--- src/rtl/i2c_byte_master.sv ---
module i2c_byte_master #(
  parameter int DIVW = 8
) (
  input  logic            clk,
  input  logic            rst_n,
  input  logic [DIVW-1:0] quarter_div,
  input  logic            cmd_valid,
  output logic            cmd_ready,
  input  logic [1:0]      cmd_op,
  input  logic [7:0]      cmd_wdata,
  input  logic            cmd_rd_nack,
  output logic            busy,
  output logic            done,
  output logic            ack_nack,
  output logic [7:0]      rdata,
  output logic            arb_lost,
  output logic            scl_oe,
  output logic            sda_oe,
  input  logic            scl_in,
  input  logic            sda_in
);

  localparam logic [1:0] OP_START = 2'b00;
  localparam logic [1:0] OP_WR    = 2'b01;
  localparam logic [1:0] OP_RD    = 2'b10;
  localparam logic [1:0] OP_STOP  = 2'b11;

  logic            run;
  logic [1:0]      op;
  logic [1:0]      q;
  logic [3:0]      bitn;
  logic [DIVW-1:0] dcnt;
  logic [7:0]      wbuf;
  logic [7:0]      shf;
  logic            rnack;

  function automatic logic sda_drive(input logic [1:0] o, input logic [7:0] d,
                                     input logic nk, input logic [3:0] i);
    if (o == OP_WR) return (i < 4'd8) ? ~d[3'd7 - i[2:0]] : 1'b0;
    if (o == OP_RD) return (i < 4'd8) ? 1'b0 : ~nk;
    return 1'b0;
  endfunction

  wire [DIVW-1:0] dlim    = (quarter_div == '0) ? DIVW'(1) : quarter_div;
  wire            qtick   = run && (dcnt == dlim - DIVW'(1));
  wire            data_op = (op == OP_WR) || (op == OP_RD);
  wire            last_q  = (q == 2'd3) && (!data_op || bitn == 4'd8);
  wire [1:0]      nq      = q + 2'd1;
  wire [3:0]      nb      = (q == 2'd3) ? bitn + 4'd1 : bitn;
  wire            lost    = !sda_oe && !sda_in &&
                            ((op == OP_STOP) ||
                             (op == OP_WR && bitn < 4'd8) ||
                             (op == OP_RD && bitn == 4'd8));

  assign cmd_ready = !run;
  assign busy      = run;

  always_ff @(posedge clk or negedge rst_n) begin
    if (!rst_n) begin
      run      <= 1'b0;
      op       <= OP_START;
      q        <= 2'd0;
      bitn     <= 4'd0;
      dcnt     <= '0;
      wbuf     <= 8'h00;
      shf      <= 8'h00;
      rnack    <= 1'b0;
      done     <= 1'b0;
      ack_nack <= 1'b0;
      rdata    <= 8'h00;
      arb_lost <= 1'b0;
      scl_oe   <= 1'b0;
      sda_oe   <= 1'b0;
    end else begin
      done <= 1'b0;
      if (!run) begin
        if (cmd_valid) begin
          run      <= 1'b1;
          op       <= cmd_op;
          wbuf     <= cmd_wdata;
          rnack    <= cmd_rd_nack;
          q        <= 2'd0;
          bitn     <= 4'd0;
          dcnt     <= '0;
          arb_lost <= 1'b0;
          case (cmd_op)
            OP_START: sda_oe <= 1'b0;
            OP_STOP: begin
              scl_oe <= 1'b1;
              sda_oe <= 1'b1;
            end
            default: begin
              scl_oe <= 1'b1;
              sda_oe <= sda_drive(cmd_op, cmd_wdata, cmd_rd_nack, 4'd0);
            end
          endcase
        end
      end else begin
        dcnt <= qtick ? '0 : dcnt + DIVW'(1);
        if (qtick) begin
          if (q == 2'd2 && lost) begin
            run      <= 1'b0;
            scl_oe   <= 1'b0;
            sda_oe   <= 1'b0;
            arb_lost <= 1'b1;
            done     <= 1'b1;
          end else begin
            if (q == 2'd2 && data_op) begin
              if (bitn < 4'd8) shf <= {shf[6:0], sda_in};
              else if (op == OP_WR) ack_nack <= sda_in;
            end
            if (last_q) begin
              run  <= 1'b0;
              done <= 1'b1;
              if (op != OP_STOP) scl_oe <= 1'b1;
              if (op == OP_RD) rdata <= shf;
            end else begin
              q    <= nq;
              bitn <= nb;
              case (op)
                OP_START:
                  case (nq)
                    2'd1:    scl_oe <= 1'b0;
                    2'd2:    sda_oe <= 1'b1;
                    2'd3:    scl_oe <= 1'b1;
                    default: ;
                  endcase
                OP_STOP:
                  case (nq)
                    2'd1:    scl_oe <= 1'b0;
                    2'd2:    sda_oe <= 1'b0;
                    default: ;
                  endcase
                default:
                  case (nq)
                    2'd0: begin
                      scl_oe <= 1'b1;
                      sda_oe <= sda_drive(op, wbuf, rnack, nb);
                    end
                    2'd2:    scl_oe <= 1'b0;
                    default: ;
                  endcase
              endcase
            end
          end
        end
      end
    end
  end

  assert_stop_idle_R1: assert property (@(posedge clk) disable iff (!rst_n)
    (done && op == OP_STOP && !arb_lost) |-> (!scl_oe && !sda_oe));

  assert_start_order_R2: assert property (@(posedge clk) disable iff (!rst_n)
    (run && op == OP_START && $rose(sda_oe)) |-> !scl_oe);

  assert_stop_order_R3: assert property (@(posedge clk) disable iff (!rst_n)
    (run && op == OP_STOP && $fell(sda_oe)) |-> !scl_oe);

  assert_sda_hold_R4: assert property (@(posedge clk) disable iff (!rst_n)
    (run && $past(run) && data_op && !$past(scl_oe) && !scl_oe) |-> $stable(sda_oe));

  assert_rdata_hold_R7: assert property (@(posedge clk) disable iff (!rst_n)
    !$stable(rdata) |-> done);

  assert_arb_release_R9: assert property (@(posedge clk) disable iff (!rst_n)
    $rose(arb_lost) |-> (!scl_oe && !sda_oe && done));

  assert_done_pulse_R11: assert property (@(posedge clk) disable iff (!rst_n)
    done |=> !done);

endmodule

--- config.mk ---
export PLATFORM = sky130hd
export DESIGN_NAME = i2c_byte_master
export DESIGN_NICKNAME = d
export VERILOG_FILES = /design/src/rtl/i2c_byte_master.sv
export SDC_FILE = /design/constraint.sdc
export NUM_CORES = 1
export LEC_CHECK = 0
export CORE_MARGIN = 2
export CORE_UTILIZATION = 64
export CTS_BUF_LIST = sky130_fd_sc_hd__clkbuf_16
export CTS_CLUSTER_SIZE = 20
export DETAILED_ROUTE_END_ITERATION = 10
export DONT_BUFFER_PORTS = 1
export PLACE_DENSITY_LB_ADDON = 0.25
export SYNTH_ARGS = -nofsm -noshare
export SYNTH_HDL_FRONTEND = slang
export SYNTH_SLANG_ARGS = --single-unit
--- constraint.sdc ---
create_clock -name clk -period 4.1 [get_ports clk]
set_clock_uncertainty 0.15 [all_clocks]
set_input_delay 0.205 -clock clk [delete_from_list [all_inputs] [get_ports clk]]
set_output_delay 0.205 -clock clk [all_outputs]
set_load 0.05 [all_outputs]
==> flow_summary_export.csv, run 1 <==
group,metric,value,unit
placement,portBuffers,0,
finish,stdcell_area,3343,um2
power,pwr-share-comb,0.268,
cts,cts_buffer_depth,2,
route,drt-total-wl,6.424,mm
yosys,synth_top_cell_area_share,0.3955,
yosys,synth_compound_area_frac,0.1506,
worst_hold_path,hp-class,"in -> reg",
grt,grt_max_degree,48,
yosys,synth_area_leaders,"dfrtp_1 40%, mux2_2 7.6%, ha_1 6.7%, mux2_4 4.0%, o21ai_0 3.4%",
grt,grtUsageTotal,0.2642,
finish,insertedDiodeCount,0,
route,drt-pass1-iter-count,4,
cts,cts-buffers-inserted,5,
setup_path,critPathRequiredTime,4120,ps
cts,postCtsSetupRepairBufs,0,
power,leakage,1.480,nW
finish,final_cell_mix,"47 x dfrtp_1, 22 x nand2_1, 20 x o21ai_0, 20 x mux2_2",
cts,cts_tree,"yes",
yosys,synth_edf_count,0,
setup_path,crit_path_max_incr_delay,540,ps
die,dieArea,5209,um2
power,p_switching,463.3,uW
route,drc,0,
cts,cts_root_buf,"clkbuf_16",
yosys,synth_xor_xnor_area_share,0.04417,
placement,pre_cts_slack,843.5,ps
die,die_w,72.17,um
cts,cts_resized,0,
route,vias_per_cell,6.377,
power,p_int,1.004,mW
yosys,syn_avg_cell_area,10.22,um2
yosys,synth_cells,291,
timing,period_needed,3278,ps
yosys,synth_seq_cells,47,
power,swShare,0.3158,
route,ant_nets,0,
cts,insertion_delay,290,ps
power,power_density,438.8,nW/um2
finish,drive_gt1_frac,0.1584,
cts,cts_max_level,2,
finish,fin_cells,355,
grt,grt.overflow.total,0,
timing,finalSetupViolCount,0,
placement,placed_area,3004,um2
job,drv_cap,0,
yosys,async_flop_share,1.000,
grt,antenna_found_initial,0,
yosys,yosysWarnings,0,
yosys,synth_top_cell_by_area,"dfrtp_1",
timing,finalSetupTns,0,ps
power,ir_drop,0.2213,mV
finish,layout_commonest_cell,"dfrtp_1",
finish,area_growth,12.41,%
cts,cts_num_sinks,47,
timing,max_freq,305.1,MHz
yosys,netlist_area,2974,um2
setup_path,arrival,3300,ps
yosys,synth.distinct_cells,56,
timing,worst_pin_slew,955.3,ps
setup_path,path_cells,"inv_1 -> ha_1 -> and4b_1 -> o31ai_1 -> buf_4 -> nand2b_1 -> o21bai_1 -> or2_2 -> a311o_1",
yosys,synth.area.mux_share,0.1464,
cts,clk_pin_slew,60,ps
finish,fin_nets,342,
route,wire_per_inst,18.10,um
placement,dp_cells,332,
grt,grt_pass1_vias,2262,
setup_path,start_kind,"register",
timing,maxSlewHeadroom,0.3608,
yosys,synth-adder-area-share,0.07068,
die,ios,39,
grt,grt_pass1_wl,10.63,mm
yosys,syn_nets,331,
setup_path,crit_fanout,10,
die,dieHeight,72.17,um
route,drtIter0Drc,122,
setup_path,worst-path-buf-inv,2,
finish,fin_util,0.7574,
placement,place_congestion,0.8466,
yosys,synth_flop_cell,"dfrtp_1",
timing,fin_ws,822.1,ps
timing,hold_viol_final,0,
setup_path,endpoint_kind,"register",
run_status,outcome,"finished, final reports clean",
power,clockPowerShare,0.321,
route,via_count,2264,
die,rows,24,
timing,rsz0062_at_grt,"no",
timing,slew_viol_final,0,
power,seqPwrFrac,0.411,
power,total_power,1.467,mW
timing,fin_crit_sh,0.7995,
setup_path,worst-setup-path-type,"reg -> reg",
cts,ctsHoldBuffers,15,
die,core_area,4414,um2
setup_path,critPathSlowestCell,"dfrtp_1",
yosys,seq_area_frac_synth,0.3955,
timing,whs,56.01,ps
yosys,synth_top_family_by_area,"compound AO/OA/AOI/OAI gates",
placement,hpwl,4.326,mm
setup_path,path_delay_family,"compound AO/OA/AOI/OAI gates",
die,start_util,0.6738,
yosys,synthSimpleGateAreaFrac,0.1493,
path summary, 6_finish.rpt:
path / start / slack [ps] / to / cells past startpoint
max in group asynchronous: rst_n / 3310 / wbuf[7] / 2
max reg2reg: bitn[0] / 820 / bitn[2] / 9
min in group asynchronous: rst_n / 260 / wbuf[6] / 2
min reg2reg: wbuf[3] / 360 / wbuf[3] / 1
max: bitn[0] / 820 / bitn[2] / 9
min: cmd_valid / 60 / arb_lost / 3
metal layers:
layer  share of wire  wire length, um  track usage
met1            0.42             2705       0.3203
met2            0.52             3355       0.4608
met3           0.032              207      0.03889
met4           0.024              155       0.1258
met5               0                0            0
Yosys cell counts (all sizes together), types with 4 or more instances:
library cell and instances:
clkbuf 14, xnor2 9, dfrtp 47, mux2i 9, nand3 9, and3 4
a21oi 7, nor4 6, inv 16, nand2 22, a2bb2oi 4, mux2 28
xor2 6, ha 16, o211ai 10, nor2 7, o21ai 20
power by group through the flow:
stage / logic (mW) / registers (mW) / clock network [mW]
CTS: 0.391 / 0.602 / 0.472
floorplan: 0.302 / 0.591 / 0
detailed placement: 0.362 / 0.611 / 0
global route: 0.436 / 0.615 / 0.492
finish: 0.393 / 0.603 / 0.471
global placement: 0.344 / 0.607 / 0
flip-flops by register name, indices dropped and copies added, names as in the netlist:
signal    flops
rdata         8
done          1
bitn          4
arb_lost      1
scl_oe        1
rnack         1
busy          1
q             2
wbuf          8
dcnt          8
op            2
sda_oe        1
shf           8
ack_nack      1
worst min-delay path, cell delays in order:
cell and delay (ps):
inv_1 100, o21ai_0 90, o31ai_1 60
cell type report:
type | instances | area, um2
clock buffer | 5 | 125.1
clock inverter | 3 | 46.29
fill | 293 | 1071
inverter | 17 | 63.81
multi-input combinational | 212 | 1669
sequential | 47 | 1176
tap | 52 | 65.06
timing repair buffer | 19 | 197.7
cell families (layout without fill, tap and decap cells):
| logic type | after synthesis | count (layout) |
|---|---|---|
| AO/OA/AOI/OAI | 64 | 64 |
| XOR/XNOR | 15 | 15 |
| adder cells (fa/ha/maj) | 17 | 17 |
| buffers and inverters | 32 | 44 |
| flip-flops | 47 | 47 |
| multiplexers | 37 | 37 |
| AND/OR/NAND/NOR | 79 | 79 |
Power figures use the tool's default switching activity.
==> run 2: changes to the inputs <==
clock period = 3.4 ns   (was 4.1 ns; I/O delays follow)
==> run 2 against run 1 <==
Largest cell class unchanged; non-clock buffer count grew 1; final cell count increased by 0.28%; combinational power is 21% higher; via count down 0.35%; count of clock-buffer cells in the layout is the same.
==> flow_summary_export.csv, run 2 (synthesis gave the netlist of run 1 again) <==
group,metric,value,unit
job,drv_cap,0,
placement,dp_cells,333,
setup_path,arrival,3010,ps
finish,layout_commonest_cell,"dfrtp_1",
cts,cts_tree,"yes",
route,via_count,2256,
cts,cts_root_buf,"clkbuf_16",
route,drtIter0Drc,181,
power,power_density,526.2,nW/um2
timing,max_freq,332.3,MHz
setup_path,crit_path_max_incr_delay,520,ps
die,core_area,4414,um2
grt,grt.overflow.total,0,
setup_path,r2r_slack,390,ps
die,dieArea,5209,um2
grt,grt_pass1_vias,2233,
grt,grt_max_degree,48,
cts,cts_resized,0,
finish,fin_util,0.7591,
timing,worst_pin_slew,945.7,ps
finish,final_cell_mix,"47 x dfrtp_1, 22 x nand2_1, 20 x o21ai_0, 20 x mux2_2",
cts,clk_pin_slew,70,ps
timing,maxSlewHeadroom,0.3672,
die,ios,39,
timing,finalSetupTns,0,ps
finish,insertedDiodeCount,0,
cts,insertion_delay,290,ps
route,vias_per_cell,6.337,
timing,hold_viol_final,0,
grt,grt_pass1_wl,10.45,mm
setup_path,critPathSlowestCell,"dfrtp_1",
route,drc,0,
finish,fin_cells,356,
timing,slew_viol_final,0,
timing,fin_crit_sh,0.8852,
placement,hpwl,4.149,mm
route,wire_per_inst,17.63,um
placement,portBuffers,0,
cts,cts_buffer_depth,2,
power,leakage,1.484,nW
worst_hold_path,hp-class,"in -> reg",
setup_path,path_cells,"inv_1 -> ha_1 -> and4b_1 -> o31ai_1 -> buf_4 -> nand2b_1 -> o21bai_1 -> or2_2 -> o311ai_0",
die,dieHeight,72.17,um
setup_path,critPathRequiredTime,3400,ps
route,ant_nets,0,
die,die_w,72.17,um
timing,rsz0062_at_grt,"no",
setup_path,crit_fanout,10,
setup_path,endpoint_kind,"register",
finish,drive_gt1_frac,0.1612,
placement,place_congestion,0.8583,
finish,fin_nets,343,
timing,finalSetupViolCount,0,
die,start_util,0.6738,
run_status,outcome,"finished, final reports clean",
grt,grtUsageTotal,0.2566,
route,drt-pass1-iter-count,4,
grt,antenna_found_initial,0,
timing,period_needed,3010,ps
die,rows,24,
power,ir_drop,0.3201,mV
finish,area_growth,12.66,%
cts,cts_num_sinks,47,
cts,cts_max_level,2,
cts,cts-buffers-inserted,5,
setup_path,start_kind,"register",
route,drt-total-wl,6.276,mm
setup_path,worst-setup-path-type,"reg -> reg",
## run 2: changes by cell type in the layout (fill, tap and decap cells not counted), sizes merged
| cell | change |
|---|---|
| buf | +1 |
## run 2: power breakdown
| group | internal [mW] | total, mW | leakage (nW) | switching, mW |
|---|---|---|---|---|
| sequential | 0.630 | 0.727 | 0.599 | 0.0970 |
| combinational | 0.230 | 0.474 | 0.805 | 0.244 |
| clock | 0.349 | 0.562 | 0.0804 | 0.213 |
| total | 1.21 | 1.76 | 1.48 | 0.553 |
## run 2: critical path, delay by kind of cell, from the launching register on
family / cells / cell delay [ps]
adder cells (fa/ha/maj): 1 / 230
AND/OR/NAND/NOR: 3 / 690
flip-flops: 1 / 520
AO/OA/AOI/OAI: 3 / 960
buffers and inverters: 2 / 330
## run 2: layout make-up
type	instances	area [um2]
fillers	288	1064
well taps	52	65.06
clock inverters	3	46.29
inverters	17	63.81
flip-flops and latches	47	1176
multi-input cells	212	1669
clock buffers	5	125.1
repair buffers	20	205.2
## run 2: path summary, 6_finish.rpt
| path | from | end | cells past startpoint |
|---|---|---|---|
| max reg2reg | bitn[0] | bitn[1] | 9 |
| min reg2reg | shf[7] | rdata[7] | 1 |
| min in group asynchronous | rst_n | dcnt[1] | 2 |
| max in group asynchronous | rst_n | rdata[0] | 2 |
| min | cmd_valid | arb_lost | 3 |
| max | bitn[0] | bitn[1] | 9 |
## run 2: through the flow
| step | power (mW) | worst slack [ps] | instance area, um2 | hold WS (ps) |
|---|---|---|---|---|
| 2_1_floorplan | 1.077 | 241.3 | 2974 | -275.6 |
| 3_3_place_gp | 1.147 | 213.5 | 3012 | -273.9 |
| 3_5_place_dp | 1.169 | 174.1 | 3012 | -274.0 |
| 4_1_cts | 1.767 | 428.7 | 3351 | 15.07 |
| 5_1_grt | 1.866 | 195.9 | 3351 | 82.03 |
| 6_report | 1.763 | 390.3 | 3351 | 16.53 |
## run 2: routing by layer
metal	vias up	wire length, um	GRT usage
met5	-	0	0
met4	0	131	0.09853
met3	15	258	0.06250
met2	61	3169	0.4363
met1	1089	2716	0.3149
li1	1091	-	-
## run 2: what timing repair did
action | CTS | global route
hold endpoints to repair | 63 | 0
buffers inserted | 0 | 0
hold buffers | 15 | 0
